## src/rtl/mfl_pkg.sv

```systemverilog
package mfl_pkg;
    typedef enum logic [1:0] {
        LINK_LOAD_LO = 2'd0,
        LINK_LOAD_HI = 2'd1,
        LINK_RUN     = 2'd2
    } link_state_e;
endpackage

```

## src/rtl/mfl_cpu_side.sv

```systemverilog
module mfl_cpu_side
    import mfl_pkg::*;
#(
    parameter int BUS_W = 8,
    localparam int ADDR_W = 2 * BUS_W
) (
    input  logic              clk,
    input  logic              rst_n,
    input  logic              fetch_req,
    input  logic              jump_req,
    input  logic [ADDR_W-1:0] jump_target,
    input  logic [BUS_W-1:0]  bus_in,
    input  logic              bus_ack,
    output logic              drv_en,
    output logic [BUS_W-1:0]  drv_data,
    output logic              addr_stb,
    output logic              fetch_stb,
    output logic              ready,
    output logic [ADDR_W-1:0] pc,
    output logic              ivalid,
    output logic [BUS_W-1:0]  ibyte
);
    typedef struct packed {
        link_state_e       st;
        logic [ADDR_W-1:0] pc;
        logic [ADDR_W-1:0] tgt;
        logic [BUS_W-1:0]  ibyte;
        logic              ivalid;
    } cpu_regs_t;

    cpu_regs_t cur_q, cur_d;

    always_comb begin
        cur_d        = cur_q;
        cur_d.ivalid = 1'b0;
        ready        = (cur_q.st == LINK_RUN);
        addr_stb     = !ready;
        drv_en       = addr_stb;
        drv_data     = (cur_q.st == LINK_LOAD_LO) ? cur_q.tgt[BUS_W-1:0]
                                                  : cur_q.tgt[ADDR_W-1:BUS_W];
        fetch_stb    = ready && fetch_req;
        unique case (cur_q.st)
            LINK_LOAD_LO: cur_d.st = LINK_LOAD_HI;
            LINK_LOAD_HI: begin
                cur_d.st = LINK_RUN;
                cur_d.pc = cur_q.tgt;
            end
            default: begin
                if (fetch_stb) begin
                    cur_d.pc = cur_q.pc + 1'b1;
                    if (bus_ack && !jump_req) begin
                        cur_d.ivalid = 1'b1;
                        cur_d.ibyte  = bus_in;
                    end
                end
                if (jump_req) begin
                    cur_d.tgt = jump_target;
                    cur_d.st  = LINK_LOAD_LO;
                end
            end
        endcase
    end

    always_ff @(posedge clk) begin
        if (!rst_n) begin
            cur_q.st     <= LINK_LOAD_LO;
            cur_q.pc     <= '0;
            cur_q.tgt    <= '0;
            cur_q.ibyte  <= '0;
            cur_q.ivalid <= 1'b0;
        end else begin
            cur_q <= cur_d;
        end
    end

    assign pc     = cur_q.pc;
    assign ivalid = cur_q.ivalid;
    assign ibyte  = cur_q.ibyte;
endmodule

```

## src/rtl/mfl_mem_side.sv

```systemverilog
module mfl_mem_side #(
    parameter int BUS_W    = 8,
    parameter int STORE_AW = 13,
    localparam int ADDR_W  = 2 * BUS_W,
    parameter logic [ADDR_W-1:0] WIN_BASE = '0
) (
    input  logic                clk,
    input  logic                rst_n,
    input  logic [BUS_W-1:0]    bus_in,
    input  logic                addr_stb,
    input  logic                fetch_stb,
    input  logic [BUS_W-1:0]    mem_rdata,
    output logic                drv_en,
    output logic [BUS_W-1:0]    drv_data,
    output logic [STORE_AW-1:0] mem_addr,
    output logic                mem_en,
    output logic [ADDR_W-1:0]   mirror
);
    typedef struct packed {
        logic [ADDR_W-1:0] mirror;
        logic [BUS_W-1:0]  lo;
        logic              hi_next;
    } mem_regs_t;

    mem_regs_t cur_q, cur_d;
    logic      in_win;

    always_comb begin
        cur_d    = cur_q;
        in_win   = (cur_q.mirror[ADDR_W-1:STORE_AW] == WIN_BASE[ADDR_W-1:STORE_AW]);
        mem_addr = cur_q.mirror[STORE_AW-1:0];
        mem_en   = fetch_stb && in_win;
        drv_en   = mem_en;
        drv_data = mem_en ? mem_rdata : '0;
        if (addr_stb) begin
            cur_d.hi_next = !cur_q.hi_next;
            if (!cur_q.hi_next) cur_d.lo     = bus_in;
            else                cur_d.mirror = {bus_in, cur_q.lo};
        end else if (fetch_stb) begin
            cur_d.mirror = cur_q.mirror + 1'b1;
        end
    end

    always_ff @(posedge clk) begin
        if (!rst_n) begin
            cur_q.mirror  <= '0;
            cur_q.lo      <= '0;
            cur_q.hi_next <= 1'b0;
        end else begin
            cur_q <= cur_d;
        end
    end

    assign mirror = cur_q.mirror;
endmodule

```

## src/rtl/mfl_bus_mux.sv

```systemverilog
module mfl_bus_mux #(
    parameter int BUS_W = 8
) (
    input  logic             cpu_en,
    input  logic [BUS_W-1:0] cpu_data,
    input  logic             mem_en,
    input  logic [BUS_W-1:0] mem_data,
    output logic [BUS_W-1:0] bus
);
    always_comb begin
        if (mem_en)      bus = mem_data;
        else if (cpu_en) bus = cpu_data;
        else             bus = '1;
    end
endmodule

```

## src/rtl/mirror_fetch_link.sv

```systemverilog
module mirror_fetch_link #(
    parameter int BUS_W    = 8,
    parameter int STORE_AW = 13,
    localparam int ADDR_W  = 2 * BUS_W,
    parameter logic [ADDR_W-1:0] WIN_BASE = '0
) (
    input  logic                clk,
    input  logic                rst_n,
    input  logic                fetch_req,
    input  logic                jump_req,
    input  logic [ADDR_W-1:0]   jump_target,
    output logic                fetch_ready,
    output logic                instr_valid,
    output logic [BUS_W-1:0]    instr_byte,
    output logic [ADDR_W-1:0]   cpu_pc,
    output logic [ADDR_W-1:0]   mem_pc,
    output logic [BUS_W-1:0]    bus_data,
    output logic                bus_addr_stb,
    output logic                bus_fetch_stb,
    output logic                bus_ack,
    output logic [STORE_AW-1:0] mem_addr,
    output logic                mem_en,
    input  logic [BUS_W-1:0]    mem_rdata
);
    logic             cpu_drv_en;
    logic [BUS_W-1:0] cpu_drv_data;
    logic             mem_drv_en;
    logic [BUS_W-1:0] mem_drv_data;

    mfl_cpu_side #(.BUS_W(BUS_W)) u_cpu (
        .clk        (clk),
        .rst_n      (rst_n),
        .fetch_req  (fetch_req),
        .jump_req   (jump_req),
        .jump_target(jump_target),
        .bus_in     (bus_data),
        .bus_ack    (mem_drv_en),
        .drv_en     (cpu_drv_en),
        .drv_data   (cpu_drv_data),
        .addr_stb   (bus_addr_stb),
        .fetch_stb  (bus_fetch_stb),
        .ready      (fetch_ready),
        .pc         (cpu_pc),
        .ivalid     (instr_valid),
        .ibyte      (instr_byte)
    );

    mfl_mem_side #(.BUS_W(BUS_W), .STORE_AW(STORE_AW), .WIN_BASE(WIN_BASE)) u_mem (
        .clk      (clk),
        .rst_n    (rst_n),
        .bus_in   (bus_data),
        .addr_stb (bus_addr_stb),
        .fetch_stb(bus_fetch_stb),
        .mem_rdata(mem_rdata),
        .drv_en   (mem_drv_en),
        .drv_data (mem_drv_data),
        .mem_addr (mem_addr),
        .mem_en   (mem_en),
        .mirror   (mem_pc)
    );

    mfl_bus_mux #(.BUS_W(BUS_W)) u_bus (
        .cpu_en  (cpu_drv_en),
        .cpu_data(cpu_drv_data),
        .mem_en  (mem_drv_en),
        .mem_data(mem_drv_data),
        .bus     (bus_data)
    );

    assign bus_ack = mem_drv_en;
endmodule

```

## config.mk

```make
export PLATFORM = sky130hd
export DESIGN_NAME = mirror_fetch_link
export DESIGN_NICKNAME = d
export VERILOG_FILES = /design/src/rtl/mfl_pkg.sv /design/src/rtl/mfl_cpu_side.sv /design/src/rtl/mfl_mem_side.sv /design/src/rtl/mfl_bus_mux.sv /design/src/rtl/mirror_fetch_link.sv
export SDC_FILE = /design/constraint.sdc
export NUM_CORES = 1
export LEC_CHECK = 0
export BUFFER_PORTS_ARGS = -buffer_cell sky130_fd_sc_hd__buf_2
export CAP_MARGIN = 20
export CELL_PAD_IN_SITES_DETAIL_PLACEMENT = 0
export CELL_PAD_IN_SITES_GLOBAL_PLACEMENT = 1
export CORE_MARGIN = 2
export CORE_UTILIZATION = 30
export DETAILED_ROUTE_END_ITERATION = 6
export PLACE_DENSITY = 0.7
export SETUP_SLACK_MARGIN = 0.1
export SLEW_MARGIN = 25
export SYNTH_ARGS = -nofsm -noshare
export SYNTH_HDL_FRONTEND = slang
export SYNTH_HIERARCHICAL = 1
export SYNTH_SLANG_ARGS = --single-unit
export TNS_END_PERCENT = 100
```

## constraint.sdc

```tcl
create_clock -name clk -period 3.25 [get_ports clk]
set_input_delay 0.1625 -clock clk [delete_from_list [all_inputs] [get_ports clk]]
set_output_delay 0.1625 -clock clk [all_outputs]
set_load 0.05 [all_outputs]
```

# After elaboration in Yosys (flattened, before gate mapping)

Cells that the tools add are included.

Reductions and logical operators: 18
Bitwise gates (word level): 6
Equal/unequal tests: 3
Add/sub/neg operators: 2
Muxes and demuxes: 11

Operator list:

| cell                                           | number |
|---|---|
| two-way mux 16 bit                             | 4 |
| adder 16 x 1 -> 16 bit (second input constant) | 2 |
| one-hot mux 16 bit (2 select lines)            | 1 |
| two-way mux 8 bit                              | 3 |
| AND reduction 2 bit                            | 4 |
| inverter 1 bit                                 | 6 |
| one-hot mux 2 bit (2 select lines)             | 1 |
| nonzero test 2 bit                             | 2 |
| OR reduction 4 bit                             | 1 |
| logical AND 1 bit                              | 3 |
| zero test 1 bit                                | 3 |
| zero test 3 bit                                | 1 |
| AND reduction 3 bit                            | 1 |
| nonzero test 3 bit                             | 1 |
| == test 2 x 1 -> 1 bit (second input constant) | 1 |
| == test 2 bit (second input constant)          | 1 |
| zero test 2 bit                                | 1 |
| two-way mux 2 bit                              | 1 |
| != test 2 x 1 -> 1 bit (second input constant) | 1 |
| OR reduction 2 bit                             | 1 |
| two-way mux 1 bit                              | 1 |

Bits in registers: 68

# Depth between registers and ports, before layout

Word-level depth: 6
Mapped depth: 10

# Hierarchy

The synthesis kept the hierarchy.

By module, submodules not included:

| module       | cells each | times used | sequential area each (um^2) | area each (um^2) |
|---|---|---|---|---|
| mfl_cpu_side | 268        | 1          | 860.8                       | 2,316.0 |
| mfl_mem_side | 207        | 1          | 500.5                       | 1,697.9 |
| mfl_bus_mux  | 20         | 1          | 0.0                         | 187.7 |

# Worst setup path before layout

No wires, ideal clock.

Path kind: reg-to-reg
Start point: reg u_cpu/cur_q[42] (netlist bit)
End point: reg u_mem/mirror[10] (netlist name)
Buffers on the path: 1
Cell stages (with the launch flop): 10
Data required time: 3.164 ns
Data arrival time: 3.852 ns
Path slack: -0.687 ns
Library setup time: 0.086 ns
Cell sequence: dfxtp_1 > buf_4 > nand3b_4 > inv_1 > nor4b_2 > nand2b_4 > a2bb2oi_2 > nand2_1 > o211a_1 > a211oi_1

Word-level cells in the longest chain between the ends: 6

Ends and longest elaborated chain:

| item                    | RTL line                | text |
|---|---|---|
| start, declared         | mfl_cpu_side.sv:31      | `cpu_regs_t cur_q, cur_d;` |
| start signal, assigned  | mfl_cpu_side.sv:72      | `cur_q <= cur_d;` |
| == test 2 bit           | mfl_cpu_side.sv:36      | `ready = (cur_q.st == LINK_RUN);` |
| logical AND 1 bit       | mfl_cpu_side.sv:41      | `fetch_stb = ready && fetch_req;` |
| named net bus_fetch_stb | mirror_fetch_link.sv:19 | `output logic bus_fetch_stb,` |
| logical AND 1 bit       | mfl_mem_side.sv:32      | `mem_en = fetch_stb && in_win;` |
| named net bus_ack       | mirror_fetch_link.sv:20 | `output logic bus_ack,` |
| two-way mux 8 bit       | mfl_bus_mux.sv:11       | `if (mem_en) bus = mem_data;` |
| named net bus_data[2]   | mirror_fetch_link.sv:17 | `output logic [BUS_W-1:0] bus_data,` |
| two-way mux 16 bit      | mfl_mem_side.sv:37      | `if (!cur_q.hi_next) cur_d.lo = bus_in;` |
| two-way mux 16 bit      | mfl_mem_side.sv:35      | `if (addr_stb) begin` |

The timed path passes the listed nets, and every way through them passes these cells. The select of a mux whose other input is x is not followed.
A chain may end at the register's enable or synchronous reset.

# Worst setup path in the final report

Start point: reg u_cpu/cur_q[41] (netlist bit)
End point: out bus_data[7]

Word-level cells in the longest chain between the ends: 4

Ends and longest elaborated chain:

| item                                                          | RTL line |
|---|---|
| zero test 2 bit / == test 2 bit (equally long branches)       | mfl_cpu_side.sv:39, mfl_cpu_side.sv:36 |
| two-way mux 8 bit / logical AND 1 bit (equally long branches) | mfl_cpu_side.sv:39, mfl_cpu_side.sv:41 |
| two-way mux 8 bit / logical AND 1 bit (equally long branches) | mfl_bus_mux.sv:12, mfl_mem_side.sv:32 |
| two-way mux 8 bit (*)                                         | mfl_bus_mux.sv:11 |
| end, declared                                                 | mirror_fetch_link.sv:17 |

Every way passes the cells marked *; elsewhere a longest branch is shown, timed or not.

==> tab_implementation.tex <==
\begin{tabular}{lr}
\hline
Metric & Value \\
\hline
\multicolumn{2}{l}{\textbf{Status}} \\
Status & completed \\
\multicolumn{2}{l}{\textbf{Power and ir drop}} \\
Leakage power figure & around 1.8 nW \\
Peak ir drop on the vdd network & about 400 uV \\
Pwr dens & 552 mW/mm2 \\
\multicolumn{2}{l}{\textbf{Routing}} \\
Remaining routing DRC violations & 0 \\
Detail-routed via count per cell & about 5 \\
Overall routed net length & around 12 mm \\
DRC violation total after the first TritonRoute iteration & between 200 and 250 \\
Routed len/inst & $\sim$16 um \\
DRT antenna net count & 0 \\
Total via count in the routed design & between 3,000 and 4,000 \\
Detailed-routing iteration count for the pre-antenna-repair pass & 6 \\
\multicolumn{2}{l}{\textbf{Floorplanning}} \\
Initial core utilization & 0.305 \\
Boundary pin count & 95 \\
Height of the chip & approximately 120 um \\
Core area & around 0.014 mm2 \\
X dimension of the die & between 100 and 150 um \\
Floorplan row count & 43 \\
Die footprint & $\sim$0.015 mm2 \\
\multicolumn{2}{l}{\textbf{Worst setup path}} \\
Crit Path Max Fanout & 15 \\
Largest delay contributor family on the critical path & buffers and inverters \\
Crit path buf inv count & 5 \\
Start-to-end type of the worst setup path & register to output port \\
Critical Path, Cell by Cell & nand3b\_4 -> clkinvlp\_4 -> nor4b\_4 -> buf\_4 -> buf\_4 -> buf\_4 -> a2bb2oi\_2 -> buf\_2 \\
Most frequent cell on the critical path & sky130\_fd\_sc\_hd\_\_buf\_4 \\
Slowest library cell on the worst path & sky130\_fd\_sc\_hd\_\_dfxtp\_1 \\
Slowest cell delay on critical path & 620 ps \\
Worst path required time & between 3000 and 4000 ps \\
Critical path arrival & 2610 ps \\
Crit end category & output port \\
Crit start category & register \\
\multicolumn{2}{l}{\textbf{Synthesis}} \\
Count of mapped cells out of synthesis & between 400 and 500 \\
Number of flops mapped to enable cells by yosys & 0 \\
Sequential element share of the synthesized area & 0.324 \\
Top\_reg\_cell synth & sky130\_fd\_sc\_hd\_\_dfxtp\_1 \\
Synthesized Nets & around 530 \\
Avg Synthesized Cell Area & 8.49 um2 \\
Netlist Area Pre-Place & approximately 0.0042 mm2 \\
Share of flip-flops with an asynchronous set or reset after synthesis & 0 \\
Yosys warning total & 6 \\
Unique masters post-synth & 65 \\
Flops \& latches, synth & 68 \\
\multicolumn{2}{l}{\textbf{Cells and area}} \\
Number of nets in the layout & about 560 \\
Diode insertion count for antenna repair & 0 \\
Top library cells by usage in the layout, fill and taps aside & sky130\_fd\_sc\_hd\_\_buf\_2, sky130\_fd\_sc\_hd\_\_nand2\_1, sky130\_fd\_sc\_hd\_\_dfxtp\_1 \\
Layout overhead on the synthesized area & 12.1\% \\
Sequential cell area & $\sim$0.0014 mm2 \\
Multi-input gate area in the final layout & about 0.0022 mm2 \\
Fraction of the core area covered by cells at the end of the flow & 0.342 \\
Fill count & 1,493 \\
Share of post-route cells with drive strength above 1 & 0.305 \\
Commonest non-fill, non-tap cell in the layout & sky130\_fd\_sc\_hd\_\_buf\_2 \\
\multicolumn{2}{l}{\textbf{STA}} \\
Final count of pins violating max slew & 0 \\
Worst-margin pin slew & 836 ps \\
Final number of hold-violating endpoints & 0 \\
Worst clock skew on the final layout & 7.41 ps \\
Fin Setup TNS & 0 ps \\
Tcrit/Tclk final & 0.852 \\
RSZ-0062 raised after global routing & no \\
Final period demand of the worst path & 2770 ps \\
Max transition margin & 0.441 \\
Number of setup violations in the final report & 0 \\
Achievable clock frequency & around 360 MHz \\
\multicolumn{2}{l}{\textbf{Clock network}} \\
Buffers inserted during post-CTS setup optimization & 0 \\
Number of sinks handled by clock tree synthesis & 68 \\
Root buffer cell & sky130\_fd\_sc\_hd\_\_clkbuf\_16 \\
Number of buffers on the longest clock path & 2 \\
CTS Hold Bufs & 0 \\
Clk pin slew, worst setup/hold paths & approximately 60 ps \\
Cts bufs inserted & 9 \\
\# resized after CTS & 0 \\
Clock tree from TritonCTS & yes \\
Number of H-tree levels & 3 \\
Latest clock arrival within the worst-skew pair & 340 ps \\
\multicolumn{2}{l}{\textbf{Min path}} \\
Hold Path Class & primary input to register \\
\multicolumn{2}{l}{\textbf{GRT}} \\
Global route overflow & 0 \\
Wire length of the first global-routing pass & roughly 18 mm \\
Total global routing track utilization & 0.163 \\
Maximum number of pins on one net before global-route repair & between 50 and 60 \\
Vias in the first global route & between 3,000 and 4,000 \\
Initial antenna violation count & 1 \\
\multicolumn{2}{l}{\textbf{Placement}} \\
Routability congestion estimate from global placement & 0.848 \\
Number of input and output port buffers inserted & 94 \\
Post-detail-place hpwl & 8.35 mm \\
\multicolumn{2}{l}{\textbf{Run}} \\
Maxcap violations & 0 \\
\hline
\end{tabular}
[worst register-to-register path, stage by stage (launching register included)]
cell                         delay (ps)
sky130_fd_sc_hd__dfxtp_1            620
sky130_fd_sc_hd__nand3b_4           330
sky130_fd_sc_hd__clkinvlp_4         110
sky130_fd_sc_hd__nor4b_4            130
sky130_fd_sc_hd__buf_4              190
sky130_fd_sc_hd__buf_4              150
sky130_fd_sc_hd__buf_4              140
sky130_fd_sc_hd__a2bb2oi_2          260
sky130_fd_sc_hd__nand2_1            110
sky130_fd_sc_hd__o211a_1            170
sky130_fd_sc_hd__a211oi_1           190
[report_power, final]
| group | internal (W) | total [W] | switching [W] |
|---|---|---|---|
| clock | 0.000535 | 0.000909 | 0.000375 |
| combinational | 0.000206 | 0.000699 | 0.000493 |
| sequential | 0.000891 | 0.000991 | 0.0000997 |
| total | 0.00163 | 0.00260 | 0.000967 |
[worst paths after layout]
| kind | start | endpoint | slack, ps | cells after the start |
|---|---|---|---|---|
| worst max-delay path | u_cpu/cur_q[41] | bus_data[7] | 480 | 8 |
| worst min-delay path | jump_target[9] | u_cpu/cur_q[18] | 70 | 3 |
| worst max register to register | u_cpu/cur_q[41] | u_mem/mirror[10] | 760 | 10 |
| worst min register to register | u_mem/cur_q[1] | u_mem/cur_q[1] | 460 | 2 |
[stage by stage]
step / area, um2 / hold slack (ps) / total power (W) / setup WS [ps] / cells
2_1_floorplan: 4220 / 280 / 0.00160 / 106 / 495
3_3_place_gp: 4410 / 417 / 0.00170 / 625 / 696
3_5_place_dp: 4410 / 423 / 0.00171 / 484 / 696
4_1_cts: 4690 / 59.7 / 0.00263 / 118 / 712
5_1_grt: 4710 / 60.2 / 0.00274 / 311 / 714
6_report: 4710 / 66.8 / 0.00260 / 480 / 714
[state kept, by name (all words and copies together) (netlist names)]
register      cells
u_cpu/pc         16
u_cpu/ibyte       8
u_cpu/cur_q      18
u_mem/cur_q       9
u_mem/mirror     16
u_cpu/ivalid      1
[cell usage after synthesis (3+ instances only)]
cell type                   instances  share of area
sky130_fd_sc_hd__o221ai_1           7          0.015
sky130_fd_sc_hd__and2_1            10          0.015
sky130_fd_sc_hd__nand3_1            9          0.011
sky130_fd_sc_hd__buf_4             58           0.10
sky130_fd_sc_hd__a31oi_1            4         0.0060
sky130_fd_sc_hd__buf_2              5         0.0060
sky130_fd_sc_hd__mux2_2            13          0.035
sky130_fd_sc_hd__a21oi_1           24          0.029
sky130_fd_sc_hd__nor3_1             9          0.011
sky130_fd_sc_hd__mux2i_1           13          0.031
sky130_fd_sc_hd__a32oi_1            3         0.0063
sky130_fd_sc_hd__inv_1             18          0.016
sky130_fd_sc_hd__nor2_1            10         0.0089
sky130_fd_sc_hd__nand2b_1           3         0.0045
sky130_fd_sc_hd__o21ai_0           15          0.018
sky130_fd_sc_hd__xnor2_1           12          0.025
sky130_fd_sc_hd__clkbuf_1          10         0.0089
sky130_fd_sc_hd__o21a_1             3         0.0054
sky130_fd_sc_hd__nor4_2             3         0.0089
sky130_fd_sc_hd__nor2b_1           12          0.018
sky130_fd_sc_hd__nor3b_1            3         0.0054
sky130_fd_sc_hd__nor4_1             5         0.0074
sky130_fd_sc_hd__buf_6              4          0.011
sky130_fd_sc_hd__and3_1             3         0.0045
sky130_fd_sc_hd__dfxtp_1           68           0.32
sky130_fd_sc_hd__nand4_1            6         0.0089
sky130_fd_sc_hd__o22ai_1            8          0.012
sky130_fd_sc_hd__a21boi_0          28          0.050
sky130_fd_sc_hd__a2bb2oi_2          6          0.021
sky130_fd_sc_hd__nand2_1           78          0.070
[cells by family after synthesis]
family | count (synthesis) | share of synthesized area
AOI/OAI and AO/OA | 115 | 0.196
xor gates and xnor gates | 13 | 0.0271
adders and majority gates | 2 | 0.00595
buffers and inverters | 99 | 0.149
DFF | 68 | 0.324
muxes | 27 | 0.0691
and+or+nand+nor | 171 | 0.229
[routing by layer]
layer | routed length [um] | track usage
met4 | 229 | 0.0718
met3 | 645 | 0.0404
met1 | 5480 | 0.215
met5 | 5 | 0
met2 | 5280 | 0.252
[cell type report]
cell class | instances | share of cell area
Timing Repair Buffer | 103 | 0.114
Clock buffer | 10 | 0.0508
Clock inverter | 6 | 0.00850
Multi-Input combinational cell | 328 | 0.474
Inverter | 19 | 0.0159
Sequential cell | 68 | 0.289
Tap cell | 180 | 0.0478
(Power assumes the default switching activity.)
